## src/rtl/shnorm_pkg.sv

```systemverilog
package shnorm_pkg;
  typedef enum logic {
    OP_SHIFT = 1'b0,
    OP_NORM  = 1'b1
  } op_mode_e;
endpackage

```

## src/rtl/shnorm_datapath.sv

```systemverilog
module shnorm_datapath #(
  parameter int unsigned DATA_W    = 32,
  parameter int unsigned BYTE_W    = 8,
  parameter int unsigned NUM_BYTES = DATA_W / BYTE_W
) (
  input  logic                 clk_i,
  input  logic                 rst_ni,
  input  logic [NUM_BYTES-1:0] byte_we_i,
  input  logic [BYTE_W-1:0]    wdata_i,
  input  logic                 step_en_i,
  input  logic                 step_right_i,
  output logic [DATA_W-1:0]    data_o,
  output logic                 msb_o
);
  logic [DATA_W-1:0] data_q, data_d;

  always_comb begin
    data_d = data_q;
    if (step_en_i) begin
      data_d = step_right_i ? (data_q >> 1) : (data_q << 1);
    end else begin
      for (int b = 0; b < NUM_BYTES; b++) begin
        if (byte_we_i[b]) data_d[b*BYTE_W +: BYTE_W] = wdata_i;
      end
    end
  end

  always_ff @(posedge clk_i or negedge rst_ni) begin
    if (!rst_ni) data_q <= '0;
    else         data_q <= data_d;
  end

  assign data_o = data_q;
  assign msb_o  = data_q[DATA_W-1];

  // data only changes through a step or a byte write
  a_r6_data_hold: assert property (@(posedge clk_i) disable iff (!rst_ni)
    (!step_en_i && byte_we_i == '0) |=> $stable(data_q))
    else $error("a_r6_data_hold");

  // right shift fills with zero
  a_r3_zero_fill: assert property (@(posedge clk_i) disable iff (!rst_ni)
    (step_en_i && step_right_i) |=> !data_q[DATA_W-1])
    else $error("a_r3_zero_fill");
endmodule

```

## src/rtl/shnorm_seq.sv

```systemverilog
module shnorm_seq
  import shnorm_pkg::*;
#(
  parameter int unsigned DATA_W = 32,
  parameter int unsigned CNT_W  = $clog2(DATA_W)
) (
  input  logic             clk_i,
  input  logic             rst_ni,
  input  logic             start_i,
  input  logic             start_dir_i,
  input  logic [CNT_W-1:0] start_cnt_i,
  input  logic             msb_i,
  output logic             busy_o,
  output logic             step_en_o,
  output logic             step_right_o,
  output logic             dir_o,
  output logic [CNT_W-1:0] cnt_o
);
  localparam logic [CNT_W-1:0] NORM_LIMIT = CNT_W'(DATA_W - 1);
  localparam logic [CNT_W-1:0] CNT_ONE    = CNT_W'(1);

  op_mode_e         mode_q;
  logic             busy_q, dir_q;
  logic [CNT_W-1:0] cnt_q, rem_q;

  // a restart overrides the step of the same cycle
  always_comb begin
    step_en_o    = 1'b0;
    step_right_o = 1'b0;
    if (busy_q && !start_i) begin
      if (mode_q == OP_SHIFT) begin
        step_en_o    = 1'b1;
        step_right_o = dir_q;
      end else if (!msb_i && cnt_q != NORM_LIMIT) begin
        step_en_o = 1'b1;
      end
    end
  end

  always_ff @(posedge clk_i or negedge rst_ni) begin
    if (!rst_ni) begin
      busy_q <= 1'b0;
      mode_q <= OP_SHIFT;
      dir_q  <= 1'b0;
      cnt_q  <= '0;
      rem_q  <= '0;
    end else if (start_i) begin
      busy_q <= 1'b1;
      mode_q <= (start_cnt_i == '0) ? OP_NORM : OP_SHIFT;
      dir_q  <= start_dir_i;
      cnt_q  <= start_cnt_i;
      rem_q  <= start_cnt_i;
    end else if (busy_q) begin
      if (mode_q == OP_SHIFT) begin
        rem_q <= rem_q - CNT_ONE;
        if (rem_q == CNT_ONE) busy_q <= 1'b0;
      end else if (step_en_o) begin
        cnt_q <= cnt_q + CNT_ONE;
      end else begin
        busy_q <= 1'b0;
      end
    end
  end

  assign busy_o = busy_q;
  assign dir_o  = dir_q;
  assign cnt_o  = cnt_q;

  a_r2_busy_after_start: assert property (@(posedge clk_i) disable iff (!rst_ni)
    start_i |=> busy_o)
    else $error("a_r2_busy_after_start");

  a_r3_shift_ends: assert property (@(posedge clk_i) disable iff (!rst_ni)
    (busy_q && mode_q == OP_SHIFT && rem_q == CNT_ONE && !start_i) |=> !busy_o)
    else $error("a_r3_shift_ends");

  a_r3_count_kept: assert property (@(posedge clk_i) disable iff (!rst_ni)
    (busy_q && mode_q == OP_SHIFT && !start_i) |=> $stable(cnt_o))
    else $error("a_r3_count_kept");

  a_r4_norm_msb_stop: assert property (@(posedge clk_i) disable iff (!rst_ni)
    (busy_q && mode_q == OP_NORM && msb_i && !start_i) |=> (!busy_o && $stable(cnt_o)))
    else $error("a_r4_norm_msb_stop");

  // the limit ends a normalize even for a zero value
  a_r5_norm_limit: assert property (@(posedge clk_i) disable iff (!rst_ni)
    (busy_q && mode_q == OP_NORM && cnt_q == NORM_LIMIT && !start_i) |=> !busy_o)
    else $error("a_r5_norm_limit");
endmodule

```

## src/rtl/shnorm_flags.sv

```systemverilog
module shnorm_flags (
  input  logic clk_i,
  input  logic rst_ni,
  input  logic start_i,
  input  logic data_wr_i,
  input  logic last_rd_i,
  input  logic ctrl_rd_i,
  input  logic ovf_i,
  output logic err_o,
  output logic ovf_o
);
  logic pending_q, err_q, ovf_q;
  logic err_set;

  assign err_set = data_wr_i && pending_q;

  always_ff @(posedge clk_i or negedge rst_ni) begin
    if (!rst_ni) begin
      pending_q <= 1'b0;
      err_q     <= 1'b0;
      ovf_q     <= 1'b0;
    end else begin
      if (start_i)        pending_q <= 1'b1;
      else if (last_rd_i) pending_q <= 1'b0;
      if (err_set)        err_q <= 1'b1;
      else if (ctrl_rd_i) err_q <= 1'b0;
      if (ovf_i)          ovf_q <= 1'b1;
      else if (ctrl_rd_i) ovf_q <= 1'b0;
    end
  end

  assign err_o = err_q;
  assign ovf_o = ovf_q;

  a_r7_err_on_retrigger: assert property (@(posedge clk_i) disable iff (!rst_ni)
    (data_wr_i && pending_q) |=> err_o)
    else $error("a_r7_err_on_retrigger");

  a_r8_rearm: assert property (@(posedge clk_i) disable iff (!rst_ni)
    (last_rd_i && !start_i) |=> !pending_q)
    else $error("a_r8_rearm");

  a_r9_err_clear: assert property (@(posedge clk_i) disable iff (!rst_ni)
    (ctrl_rd_i && !(data_wr_i && pending_q)) |=> !err_o)
    else $error("a_r9_err_clear");

  a_r10_ovf_set: assert property (@(posedge clk_i) disable iff (!rst_ni)
    ovf_i |=> ovf_o)
    else $error("a_r10_ovf_set");
endmodule

```

## src/rtl/shnorm_unit.sv

```systemverilog
module shnorm_unit #(
  parameter int unsigned DATA_W = 32,
  parameter int unsigned BYTE_W = 8,
  parameter int unsigned ADDR_W = 3
) (
  input  logic              clk_i,
  input  logic              rst_ni,
  input  logic [ADDR_W-1:0] addr_i,
  input  logic              wr_en_i,
  input  logic              rd_en_i,
  input  logic [BYTE_W-1:0] wdata_i,
  output logic [BYTE_W-1:0] rdata_o,
  input  logic              ovf_flag_i,
  output logic              busy_o
);
  localparam int unsigned       NUM_BYTES = DATA_W / BYTE_W;
  localparam int unsigned       CNT_W     = $clog2(DATA_W);
  localparam int unsigned       DIR_BIT   = CNT_W;
  localparam logic [ADDR_W-1:0] CTRL_ADDR = ADDR_W'(NUM_BYTES);
  localparam logic [ADDR_W-1:0] LAST_ADDR = ADDR_W'(NUM_BYTES - 1);

  logic                 in_data_range, data_wr, ctrl_wr, ctrl_rd, last_rd;
  logic [NUM_BYTES-1:0] byte_we;
  logic                 step_en, step_right, msb, busy, dir, err, ovf;
  logic [CNT_W-1:0]     cnt;
  logic [DATA_W-1:0]    data_w;
  logic [CNT_W+2:0]     ctrl_word;

  assign in_data_range = addr_i < CTRL_ADDR;
  assign data_wr       = wr_en_i && in_data_range;
  assign ctrl_wr       = wr_en_i && addr_i == CTRL_ADDR;
  assign ctrl_rd       = rd_en_i && addr_i == CTRL_ADDR;
  assign last_rd       = rd_en_i && addr_i == LAST_ADDR;

  // the shifter owns the data while busy
  for (genvar b = 0; b < NUM_BYTES; b++) begin : g_byte_we
    assign byte_we[b] = wr_en_i && !busy && addr_i == ADDR_W'(b);
  end

  shnorm_datapath #(.DATA_W(DATA_W), .BYTE_W(BYTE_W)) u_datapath (
    .clk_i        (clk_i),
    .rst_ni       (rst_ni),
    .byte_we_i    (byte_we),
    .wdata_i      (wdata_i),
    .step_en_i    (step_en),
    .step_right_i (step_right),
    .data_o       (data_w),
    .msb_o        (msb)
  );

  shnorm_seq #(.DATA_W(DATA_W), .CNT_W(CNT_W)) u_seq (
    .clk_i        (clk_i),
    .rst_ni       (rst_ni),
    .start_i      (ctrl_wr),
    .start_dir_i  (wdata_i[DIR_BIT]),
    .start_cnt_i  (wdata_i[CNT_W-1:0]),
    .msb_i        (msb),
    .busy_o       (busy),
    .step_en_o    (step_en),
    .step_right_o (step_right),
    .dir_o        (dir),
    .cnt_o        (cnt)
  );

  shnorm_flags u_flags (
    .clk_i     (clk_i),
    .rst_ni    (rst_ni),
    .start_i   (ctrl_wr),
    .data_wr_i (data_wr),
    .last_rd_i (last_rd),
    .ctrl_rd_i (ctrl_rd),
    .ovf_i     (ovf_flag_i),
    .err_o     (err),
    .ovf_o     (ovf)
  );

  assign ctrl_word = {err, ovf, dir, cnt};

  always_comb begin
    rdata_o = '0;
    if (addr_i == CTRL_ADDR) rdata_o = BYTE_W'(ctrl_word);
    for (int b = 0; b < NUM_BYTES; b++) begin
      if (addr_i == ADDR_W'(b)) rdata_o = data_w[b*BYTE_W +: BYTE_W];
    end
  end

  assign busy_o = busy;

  // a control write during an operation keeps the unit busy
  a_r11_restart_busy: assert property (@(posedge clk_i) disable iff (!rst_ni)
    (ctrl_wr && busy) |=> busy_o)
    else $error("a_r11_restart_busy");
endmodule

```

## config.mk

```make
export PLATFORM = sky130hd
export DESIGN_NAME = shnorm_unit
export DESIGN_NICKNAME = d
export VERILOG_FILES = /design/src/rtl/shnorm_pkg.sv /design/src/rtl/shnorm_datapath.sv /design/src/rtl/shnorm_seq.sv /design/src/rtl/shnorm_flags.sv /design/src/rtl/shnorm_unit.sv
export SDC_FILE = /design/constraint.sdc
export NUM_CORES = 1
export LEC_CHECK = 0
export ABC_AREA = 1
export BUFFER_PORTS_ARGS = -buffer_cell sky130_fd_sc_hd__buf_4
export CAP_MARGIN = 20
export CORE_MARGIN = 2
export CORE_UTILIZATION = 52
export CTS_CLUSTER_DIAMETER = 50
export CTS_CLUSTER_SIZE = 30
export DETAILED_ROUTE_END_ITERATION = 7
export GPL_TIMING_DRIVEN = 1
export PLACE_DENSITY = 0.68
export REMOVE_ABC_BUFFERS = 1
export SETUP_SLACK_MARGIN = 0.3
export SKIP_LAST_GASP = 1
export SYNTH_ARGS = -nofsm -noshare
export SYNTH_HDL_FRONTEND = slang
export SYNTH_SLANG_ARGS = --single-unit
```

## constraint.sdc

```tcl
create_clock -name clk_i -period 2.65 [get_ports clk_i]
set_clock_uncertainty 0.2 [all_clocks]
set_input_delay 0.1325 -clock clk_i [delete_from_list [all_inputs] [get_ports clk_i]]
set_output_delay 0.1325 -clock clk_i [all_outputs]
set_load 0.005 [all_outputs]
```

After elaboration in Yosys (flattened, before gate mapping). Cells that the tools add are included.

Input port bits: 16. Register bits: 48. Output and inout bits: 9. Logic and storage cells: 85.

Reduce and logical (&&, ||, !) cells: 29. Add/subtract/negate cells: 2. Equal/unequal tests: 7. Muxes and demuxes: 34. Magnitude comparators: 1.

Operators with widths (number): $mux W8 (9); $mux W32 (2); $mux W5 (7); $reduce_bool A2 Y1 (10); $mux W1 (16); $logic_and A1 B1 Y1 (12); $eq A3 B2 Y1 const B (2); $add A5 B1 Y5 const B (1); $eq A5 B1 Y1 const B (1); $logic_not A5 Y1 (1); $ne A5 B5 Y1 const B (1); $sub A5 B1 Y5 const B (1); $eq A3 B1 Y1 const B (1); $eq A3 B3 Y1 const B (1); $logic_not A1 Y1 (3); $logic_not A3 Y1 (1); $lt A3 B3 Y1 const B (1); $reduce_and A3 Y1 (1); $ne A2 B1 Y1 const B (1); $reduce_and A2 Y1 (1).

Depth between registers and ports, before layout.
Depth in word-level cells: 9. Gate-level depth with buffers: 10. Depth with buffers taken out: 10.

Modules after synthesis. A second synthesis with hierarchy kept.

Cells, all modules: 510. Area, all modules: 3422.0 µm².

By module, submodules not included: shnorm_datapath (area each 2029.4 µm², instances 1, cells each 289); shnorm_seq (area each 797.0 µm², instances 1, cells each 111); shnorm_unit (area each 479.2 µm², instances 1, cells each 96); shnorm_flags (area each 116.4 µm², instances 1, cells each 14).

Worst setup path after synthesis. No wires, ideal clock.

Kind: register to register. Start: register u_seq.cnt_q[0], in the netlist u_seq.cnt_o[0]. End: register u_datapath.data_q[17], in the netlist u_datapath.data_o[17]. Cell stages (with the launch flop): 11. Clock period less this slack: 2.026 ns. Slack: 0.624 ns. Setup time: 0.073 ns. Arrival: 1.753 ns. Cell sequence: dfrtp_1 -> ha_1 -> nand2_1 -> nor2_1 -> ha_1 -> nor3_1 -> nand2_1 -> nand2_1 -> buf_2 -> nand3_1 -> a21oi_2.

Longest elaborated chain between the ends: 6. Elaborated cells between the ends (all ways): 7. Those cells by class: eq/ne: 1; mux: 4; reduce/logical: 2.

Ends and longest elaborated chain: start, declared (RTL line shnorm_seq.sv:24) `logic [CNT_W-1:0] cnt_q, rem_q;`; start signal, assigned (RTL line shnorm_seq.sv:51) `cnt_q <= start_cnt_i;`; start signal, assigned (RTL line shnorm_seq.sv:58) `cnt_q <= cnt_q + CNT_ONE;`; $ne A5 B5 Y1 (*) (RTL line shnorm_seq.sv:34) `end else if (!msb_i && cnt_q != NORM_LIMIT) begin`; $logic_and A1 B1 Y1 (*) (RTL line shnorm_seq.sv:34); $mux W1 (*) (RTL line shnorm_seq.sv:34); $mux W1 (*) (RTL line shnorm_seq.sv:31) `if (mode_q == OP_SHIFT) begin`; $mux W1 (*) (RTL line shnorm_seq.sv:30) `if (busy_q && !start_i) begin`; $mux W32 or $reduce_bool A2 Y1 (tied branches); end signal, assigned (RTL line shnorm_datapath.sv:30) `else data_q <= data_d;`; end, declared (RTL line shnorm_datapath.sv:15) `logic [DATA_W-1:0] data_q, data_d;`.

Every way passes the cells marked *; elsewhere a longest branch is shown, timed or not. A chain may end at the register's enable or synchronous reset.

Final worst setup path.
Start: register u_seq.cnt_q[0], in the netlist u_seq.cnt_o[0]. End: register u_datapath.data_q[1], in the netlist u_datapath.data_o[1].

Same word-level chain as after synthesis.

==> flow_metrics.tcl <==
set metrics [dict create \
    ys.warnings.count 0 \
    arrival_ps 2210 \
    setup-tns-final_ps 0 \
    grt_overflow 0 \
    layout.nets 487 \
    fmaxAchievable_mhz 459 \
    crit_type "reg2reg" \
    start_util_pct 53.0 \
    syn_inst 439 \
    grt_pass1_wl_mm 15.0 \
    wl_per_cell_um 17.5 \
    cts_setup_buffers 0 \
    setup_viol 0 \
    ys_seq_elements 48 \
    grt_max_degree 49 \
    rsz0062_at_grt "false" \
    status "completed" \
    antenna_found_initial 0 \
    grt.total_usage_pct 30.0 \
    antenna_cells 0 \
    die_x_um 81.2 \
    drc_errors 0 \
    routed-via-count 3287 \
    syn_area_per_cell_um2 7.06 \
    dieArea_um2 6590 \
    clockBufferDepth 2 \
    dpl_cell_area_um2 3340 \
    p_per_area_nw_per_um2 1130 \
    ant_nets 0 \
    holdPathStages 3 \
    critPathCaptureType "register" \
    port_buffers 24 \
    p_leak_nw 1.72 \
    startpoint_type "register" \
    final_layout_size_suffix_gt1_share_pct 11.8 \
    gp_congestion 0.894 \
    min_path_type "in2reg" \
    rr_worst_depth 10 \
    finalInstanceArea_um2 3550 \
    place.detailed.hpwl_mm 6.22 \
    yosys-top-cells-area "dfrtp_1 (39%), nand2_1 (10%), nand3_1 (7.9%), a21oi_1 (6.3%), nand4_1 (6.3%)" \
    die_h_um 81.2 \
    crit_fanout 31 \
    maxSlewHeadroom_pct 57.9 \
    initialDrtViolationCount 235 \
    cts_tree "done" \
    seq_area_um2 1200 \
    fin_crit_sh_pct 82.2 \
    post-route-min-period_ps 2180 \
    synth_top_area_share_pct 38.8 \
    drv_cap 0 \
    cts_num_sinks 48 \
    wl_mm 9.46 \
    r2r-end "u_datapath.data_o[1]$_DFFE_PN0P_" \
    synthToLayoutAreaGrowth_pct 14.7 \
    core_area_um2 5850 \
    grt_pass1_vias 2994 \
    yosysTopAreaCell "dfrtp_1" \
    finalHoldViolCount 0 \
    cts_buffers 5 \
    synth_cell_types 30 \
    yosysSeqAreaShare_pct 38.8 \
    rrSetupSlack_ps 470 \
    syn_area_um2 3100 \
    vias_per_cell 6.06 \
    cts.clk_slew.worst_paths_ps 90 \
    h-tree-depth 2 \
    rows 28 \
    clk_latency_ps 300 \
    drt_first_pass_iters 6 \
    fillers 556 \
    ir_worst_vdd_v 0.000514 \
    min_to "u_datapath.data_o[7]$_DFFE_PN0P_" \
    min_from "wdata_i[7]" \
    io_pins 25 \
    timing.rr.start "u_seq.cnt_o[0]$_DFFE_PN0P_" \
    worstMarginPinSlew_ps 632 \
    final_max_slew_viol_count 0 \
    cts_root_buf "clkbuf_8" \
    worst_ep_required_time_ps 2690 \
    multi_input_area_um2 1620 \
]
==> per-stage QoR <==
step	power [mW]	util, %	worst slack [ps]	instances	hold slack [ps]
6_report	4.00	60.7	472	542	17.4
2_1_floorplan	2.80	-	-554	417	-363
3_3_place_gp	3.45	57.1	398	523	3.34
5_1_grt	4.37	60.7	321	542	27.6
4_1_cts	3.94	60.5	361	542	9.28
3_5_place_dp	3.48	57.1	292	523	0.651
==> power breakdown <==
group	leakage [nW]	internal, mW	switching (mW)
sequential	0.566	1.10	0.298
combinational	1.11	0.817	1.35
clock	0.0410	0.181	0.260
total	1.72	2.09	1.90
==> metal layers <==
metal,up-vias,share of wire (%),wire (µm),track usage [%]
li1,1547,-,-,-
met3,39,8.1,768,6.11
met5,-,0,0,0
met1,1515,43,4080,41.2
met2,186,44,4160,44.6
met4,0,4.8,457,15.4
==> kinds of logic (layout without fill, tap and decap cells) <==
| kind of cell | Yosys count | after routing | share of synthesized area, % |
|---|---|---|---|
| XOR/XNOR | 3 | 3 | 0.848 |
| flip-flops | 48 | 48 | 38.8 |
| AO/OA/AOI/OAI | 96 | 96 | 16.8 |
| adder cells (fa/ha/maj) | 4 | 4 | 1.62 |
| buffers and inverters | 72 | 100 | 9.33 |
| AND/OR/NAND/NOR | 216 | 216 | 32.7 |
==> synthesized netlist by cell type <==
cell type  number
o22ai_1         6
o21ai_1         2
o211ai_1        5
dfrtp_1        48
o21ai_0        38
nand2_1        83
o221ai_1        1
nor2_4          1
nor3_2          2
nand3_4         1
nand4_1        31
clkbuf_1       13
nand3_1        49
inv_1          48
inv_2           2
nand2_2         5
buf_1           1
nor3_4          1
a21oi_1        39
a21oi_2         2
a31oi_1         1
clkbuf_8        1
nor3_1          3
xor2_1          2
nor2_1         40
buf_2           7
ha_1            4
o21bai_1        1
xnor2_1         1
o21ai_2         1
==> worst max-delay path, cell delays in order (launching register included) <==
cell and delay (ps):
dfrtp_1 430, ha_1 230, nand2_1 100, nor2_1 60, ha_1 210, nor3_4 240
nand2_1 80, nand2_1 110, buf_12 200, nand3_1 110, a21oi_1 140
==> how the worst max path moves through the flow <==
stage	start	end	slack [ps]
floorplan	u_seq.busy_o$_DFF_PN0_	u_datapath.data_o[17]$_DFFE_PN0P_	-550
global placement	u_seq.cnt_o[0]$_DFFE_PN0P_	u_datapath.data_o[5]$_DFFE_PN0P_	400
detailed placement	u_seq.cnt_o[0]$_DFFE_PN0P_	u_datapath.data_o[1]$_DFFE_PN0P_	290
CTS	u_seq.cnt_o[0]$_DFFE_PN0P_	u_datapath.data_o[2]$_DFFE_PN0P_	360
global route	u_seq.cnt_o[0]$_DFFE_PN0P_	u_datapath.data_o[6]$_DFFE_PN0P_	320
finish	u_seq.cnt_o[0]$_DFFE_PN0P_	u_datapath.data_o[1]$_DFFE_PN0P_	470
==> placed cells by master (no fill, tap or decap), drive strengths merged <==
cell	n
o21bai	1
dfrtp	48
nand3	50
clkinv	1
nand4	31
clkbuf	6
buf	31
ha	4
o22ai	6
o221ai	1
a31oi	1
xor2	2
inv	50
dlygate4sd3	12
nor2	41
nand2	88
o21ai	41
o211ai	5
xnor2	1
a21oi	41
nor3	6
==> layout make-up <==
cell class / instances / share of cell area (%)
multi-input combinational: 319 / 45.7
sequential: 48 / 33.8
timing repair buffer: 43 / 10.4
inverter: 50 / 5.28
tap: 75 / 2.64
clock buffer: 6 / 2.04
clock inverter: 1 / 0.141
==> state kept, by name (all words and copies together) (netlist names) <==
| signal | count |
|---|---|
| u_seq.busy_o | 1 |
| u_seq.dir_o | 1 |
| u_datapath.data_o | 32 |
| u_seq.rem_q | 5 |
| u_flags.pending_q | 1 |
| u_flags.ovf_o | 1 |
| u_seq.cnt_o | 5 |
| u_flags.err_o | 1 |
| u_seq.mode_q | 1 |
==> what timing repair did <==
item	in CTS	in global routing
hold endpoints to repair	59	0
resized for setup	1	3
hold buffers	12	0
setup endpoints to repair	8	30
No activity file was read; power rests on OpenSTA's default activity.
